**src/rtl/irqen_pkg.sv**
```systemverilog
package irqen_pkg;
  localparam int unsigned EN_W   = 7;
  localparam int unsigned ALS_W  = 5;
  localparam int unsigned MASK_W = 2;
  localparam int unsigned WR_W   = EN_W + 1;
  localparam int unsigned V_BIT  = EN_W;

  localparam int unsigned B_MAGIC = 0;
  localparam int unsigned B_SYS   = 1;
  localparam int unsigned B_TX    = 2;
  localparam int unsigned B_TXDN  = 3;
  localparam int unsigned B_TXST  = 4;
  localparam int unsigned B_SWT   = 5;
  localparam int unsigned B_RX    = 6;

  localparam int unsigned M_TX = 0;
  localparam int unsigned M_RX = 1;

  typedef logic [EN_W-1:0] en_vec_t;

  localparam en_vec_t PAIR_MASK = en_vec_t'((1 << B_RX) | (1 << B_TX));

  function automatic int unsigned als_to_en(input int unsigned k);
    case (k)
      0:       return B_MAGIC;
      1:       return B_SYS;
      2:       return B_TXDN;
      3:       return B_TXST;
      default: return B_SWT;
    endcase
  endfunction
endpackage

```
**src/rtl/irqen_write_merge.sv**
```systemverilog
module irqen_write_merge
  import irqen_pkg::*;
(
  input  en_vec_t           cur,
  input  logic              wr_en,
  input  logic [WR_W-1:0]   wr_data,
  input  logic              mask_wr,
  input  logic [MASK_W-1:0] mask_wdata,
  input  logic [ALS_W-1:0]  als_wr,
  input  logic [ALS_W-1:0]  als_wdata,
  output en_vec_t           nxt
);
  en_vec_t alt_hit;
  en_vec_t alt_val;

  // Secondary paths: same-polarity aliases and inverted masks
  always_comb begin
    alt_hit = '0;
    alt_val = '0;
    for (int k = 0; k < ALS_W; k++) begin
      alt_hit[als_to_en(k)] = als_wr[k];
      alt_val[als_to_en(k)] = als_wdata[k];
    end
    alt_hit[B_TX] = mask_wr;
    alt_val[B_TX] = ~mask_wdata[M_TX];
    alt_hit[B_RX] = mask_wr;
    alt_val[B_RX] = ~mask_wdata[M_RX];
  end

  // Bitmap path has priority over the secondary paths
  for (genvar i = 0; i < EN_W; i++) begin : g_bit
    always_comb begin
      if (wr_en && wr_data[i])
        nxt[i] = wr_data[V_BIT];
      else if (alt_hit[i])
        nxt[i] = alt_val[i];
      else
        nxt[i] = cur[i];
    end
  end
endmodule

```
**src/rtl/irqen_store.sv**
```systemverilog
module irqen_store
  import irqen_pkg::*;
(
  input  logic    clk,
  input  logic    hard_rst,
  input  logic    soft_rst,
  input  logic    cfg_preset,
  input  en_vec_t nxt,
  output en_vec_t q
);
  en_vec_t hard_val;
  assign hard_val = cfg_preset ? PAIR_MASK : '0;

  always_ff @(posedge clk) begin
    if (hard_rst)
      q <= hard_val;
    else if (soft_rst)
      q <= q | PAIR_MASK;
    else
      q <= nxt;
  end
endmodule

```
**src/rtl/irqen_combine.sv**
```systemverilog
module irqen_combine
  import irqen_pkg::*;
(
  input  en_vec_t en,
  input  en_vec_t status,
  output logic    irq
);
  assign irq = |(en & status);
endmodule

```
**src/rtl/irq_enable_reg.sv**
```systemverilog
module irq_enable_reg
  import irqen_pkg::*;
(
  input  logic              clk,
  input  logic              hard_rst,
  input  logic              soft_rst,
  input  logic              cfg_preset,
  input  logic              wr_en,
  input  logic [WR_W-1:0]   wr_data,
  input  logic              mask_wr,
  input  logic [MASK_W-1:0] mask_wdata,
  output logic [MASK_W-1:0] mask_rdata,
  input  logic [ALS_W-1:0]  als_wr,
  input  logic [ALS_W-1:0]  als_wdata,
  input  logic [EN_W-1:0]   status,
  output logic [WR_W-1:0]   en_rdata,
  output logic              irq
);
  en_vec_t en_q;
  en_vec_t en_nxt;

  irqen_write_merge u_merge (
    .cur(en_q), .wr_en(wr_en), .wr_data(wr_data),
    .mask_wr(mask_wr), .mask_wdata(mask_wdata),
    .als_wr(als_wr), .als_wdata(als_wdata), .nxt(en_nxt)
  );

  irqen_store u_store (
    .clk(clk), .hard_rst(hard_rst), .soft_rst(soft_rst),
    .cfg_preset(cfg_preset), .nxt(en_nxt), .q(en_q)
  );

  irqen_combine u_comb (
    .en(en_q), .status(status), .irq(irq)
  );

  assign en_rdata = {1'b0, en_q};
  assign mask_rdata[M_TX] = ~en_q[B_TX];
  assign mask_rdata[M_RX] = ~en_q[B_RX];
endmodule

```
**config.mk**
```make
export PLATFORM = sky130hd
export DESIGN_NAME = irq_enable_reg
export DESIGN_NICKNAME = d
export VERILOG_FILES = /design/src/rtl/irqen_pkg.sv /design/src/rtl/irqen_write_merge.sv /design/src/rtl/irqen_store.sv /design/src/rtl/irqen_combine.sv /design/src/rtl/irq_enable_reg.sv
export SDC_FILE = /design/constraint.sdc
export NUM_CORES = 1
export LEC_CHECK = 0
export BUFFER_PORTS_ARGS = -buffer_cell sky130_fd_sc_hd__clkbuf_2
export CORE_AREA = 2 2 40 42
export CTS_CLUSTER_SIZE = 16
export DETAILED_ROUTE_END_ITERATION = 7
export DIE_AREA = 0 0 42 44
export PLACE_DENSITY = 0.79
export SLEW_MARGIN = 0
export SYNTH_ARGS = -nofsm -noshare
export SYNTH_HDL_FRONTEND = slang
export SYNTH_SLANG_ARGS = --single-unit
```
**constraint.sdc**
```tcl
create_clock -name clk -period 1.4 [get_ports clk]
set_input_delay 0.07 -clock clk [delete_from_list [all_inputs] [get_ports clk]]
set_output_delay 0.07 -clock clk [all_outputs]
set_load 0.01 [all_outputs]
```
==> flow_summary.json <==
{
  "status": "completed",
  "slew_violations": 0,
  "slowest_stage": "edfxtp_1",
  "path_cells": "a222oi_1 > nand3_1 > clkbuf_2",
  "fmax_mhz": 777,
  "synth-seq-area-share_pct": 39.3,
  "post-route-drc-count": 0,
  "cts.repair.resized": 0,
  "powerDensity_mw_per_mm2": 819,
  "drtIter0Drc": 17,
  "syn_nets": 95,
  "max_stage_delay_ps": 390,
  "synth_warnings": 0,
  "seq_area_um2": 210,
  "combPwrFrac_pct": 27.5,
  "htreeDepth": 1,
  "multi_input_area_um2": 278,
  "post-route-util_pct": 53.5,
  "final_nets": 138,
  "grt_max_degree": 18,
  "cts_setup_buffers": 0,
  "internal_power_mw": 0.446,
  "die_area_mm2": 0.00185,
  "root_buffer": "clkbuf_4",
  "n_fill_cell": 139,
  "p_total_mw": 0.622,
  "die_x_um": 42,
  "firstDrtPassIters": 4,
  "core_mm2": 0.00142,
  "p_seq_share_pct": 43.1,
  "worstPathArrival_ps": 1220,
  "post_dp_cell_area_um2": 733,
  "num_antenna_cells": 0,
  "reg_top3": "u_store.q: 7 flops",
  "die_h_um": 44,
  "syn_to_final_growth_pct": 42.2,
  "postRouteAntennaNets": 0,
  "crit_end": "irq",
  "final.hold.worst_slack_ps": 144,
  "cts_buffers": 3,
  "grt_pass1_vias": 544,
  "ir_worst_vdd_mv": 0.265,
  "netlist_instances": 62,
  "clk_path_buf_depth": 2,
  "worst-path-stages": 3,
  "crit_path_max_fanout": 2,
  "cp.required_ps": 1330,
  "dp_cells": 116,
  "fin_cells": 120,
  "ys_ff_latch": 7,
  "grt_usage_pct": 15.3,
  "synth_top_area_share_pct": 39.3,
  "switching_share_pct": 28.3,
  "grt_antenna_before_repair": 0,
  "critPathTopFamily": "flip-flops",
  "end_kind": "output port",
  "yosysUniqueCellTypes": 18,
  "fin_crit_ps": 1290,
  "largest_reg_flops": 7,
  "grt-ovfl-total": 0,
  "final_layout_size_suffix_gt1_share_pct": 50.0,
  "routed_wl_mm": 1.29,
  "grt_pass1_wl_mm": 2.16,
  "path_buf_inv": 1,
  "regMostFlops": "u_store.q",
  "portBuffers": 42,
  "tns_ps": 0,
  "p_sw_mw": 0.176,
  "final_common_cell": "clkbuf_2",
  "startpoint": "u_store.q[5]",
  "cts_sinks": 7,
  "critPathLaunchType": "flop",
  "yosys-top-cells-area": "edfxtp_1 39%, nand2_1 9.8%, a21oi_2 8.2%",
  "clkSlewWorstSetupHoldPaths_ps": 60,
  "place_congestion": 0.757,
  "period_share_pct": 92.0,
  "design_area_um2": 759,
  "syn_avg_cell_area_um2": 8.62,
  "hold_buffers": 0,
  "ios": 44,
  "setup_slack_ps": 112,
  "wl_per_cell_um": 10.7,
  "power.leakage_nw": 0.393,
  "dr_total_vias": 603,
  "finalHoldViolCount": 0,
  "cap_violations": 0,
  "finalSetupViolations": 0,
  "hpwl_mm": 1.09,
  "dp_worst_setup_slack_ps": 331,
  "pwr-share-clk_pct": 29.4,
  "rsz0062_at_grt": "false",
  "yosysTopAreaCell": "edfxtp_1",
  "path_class": "reg -> out",
  "rows": 14,
  "routed_via_density": 5.03,
  "syn_area_um2": 534,
  "hold_class": "in -> reg",
  "layout_common_cells": "42 x clkbuf_2, 14 x nand2_1, 7 x a21oi_1, 7 x edfxtp_1, 6 x nand3_1",
  "cts_tree": "done",
  "start_util_pct": 37.7
}
## metal layers
metal | routed length [um] | up-vias | global-route usage (%)
met1 | 444 | 262 | 15.3
met5 | 0 | - | 0
met3 | 120 | 2 | 1.67
met4 | 23 | 0 | 7.74
li1 | - | 302 | -
met2 | 699 | 37 | 30.9
## power groups by stage
stage               combinational, mW  sequential [mW]  clock (mW)
floorplan                      0.0782            0.281           0
global placement                0.168            0.270           0
detailed placement              0.172            0.272           0
CTS                             0.173            0.268       0.183
global route                    0.189            0.273       0.194
finish                          0.171            0.268       0.183
## area by class of cell
type,instances,area share (%)
clock buffer,4,3.46
tap,16,2.64
sequential,7,27.7
inverter,4,1.98
timing repair buffer,42,27.7
multi-input combinational,47,36.6
## tightest hold or removal path: stages
cell and delay, ps:
clkbuf_2 100, nor2_4 40, nand2_1 60
## kinds of logic after synthesis
logic type,count (synthesis),synth area share [%]
compound gates,20,26.5
buf+inv,8,8.66
mux,2,3.75
other cells,1,0.702
simple gates,24,21.1
flops,7,39.3
## worst min-delay path by stage
stage,start,to,slack (ps),depth (start not counted)
4_1_cts,mask_wr,u_store.q[2],150,3
2_1_floorplan,mask_wr,u_store.q[2],270,2
3_5_place_dp,mask_wr,u_store.q[6],400,3
6_report,mask_wr,u_store.q[2],140,3
5_1_grt,mask_wr,u_store.q[6],140,3
3_3_place_gp,mask_wr,u_store.q[6],400,3
## synthesized netlist by cell type
master    count
a21oi_1       7
a21oi_2       5
a222oi_1      1
a22oi_1       2
buf_2         1
buf_4         2
buf_6         1
conb_1        1
edfxtp_1      7
inv_1         4
mux2i_1       2
nand2_1      14
nand3_1       6
nor2_1        1
nor2_4        1
nor2b_2       1
o21bai_1      5
or2_1         1
Note: power is estimated with default switching activity, not from simulation.
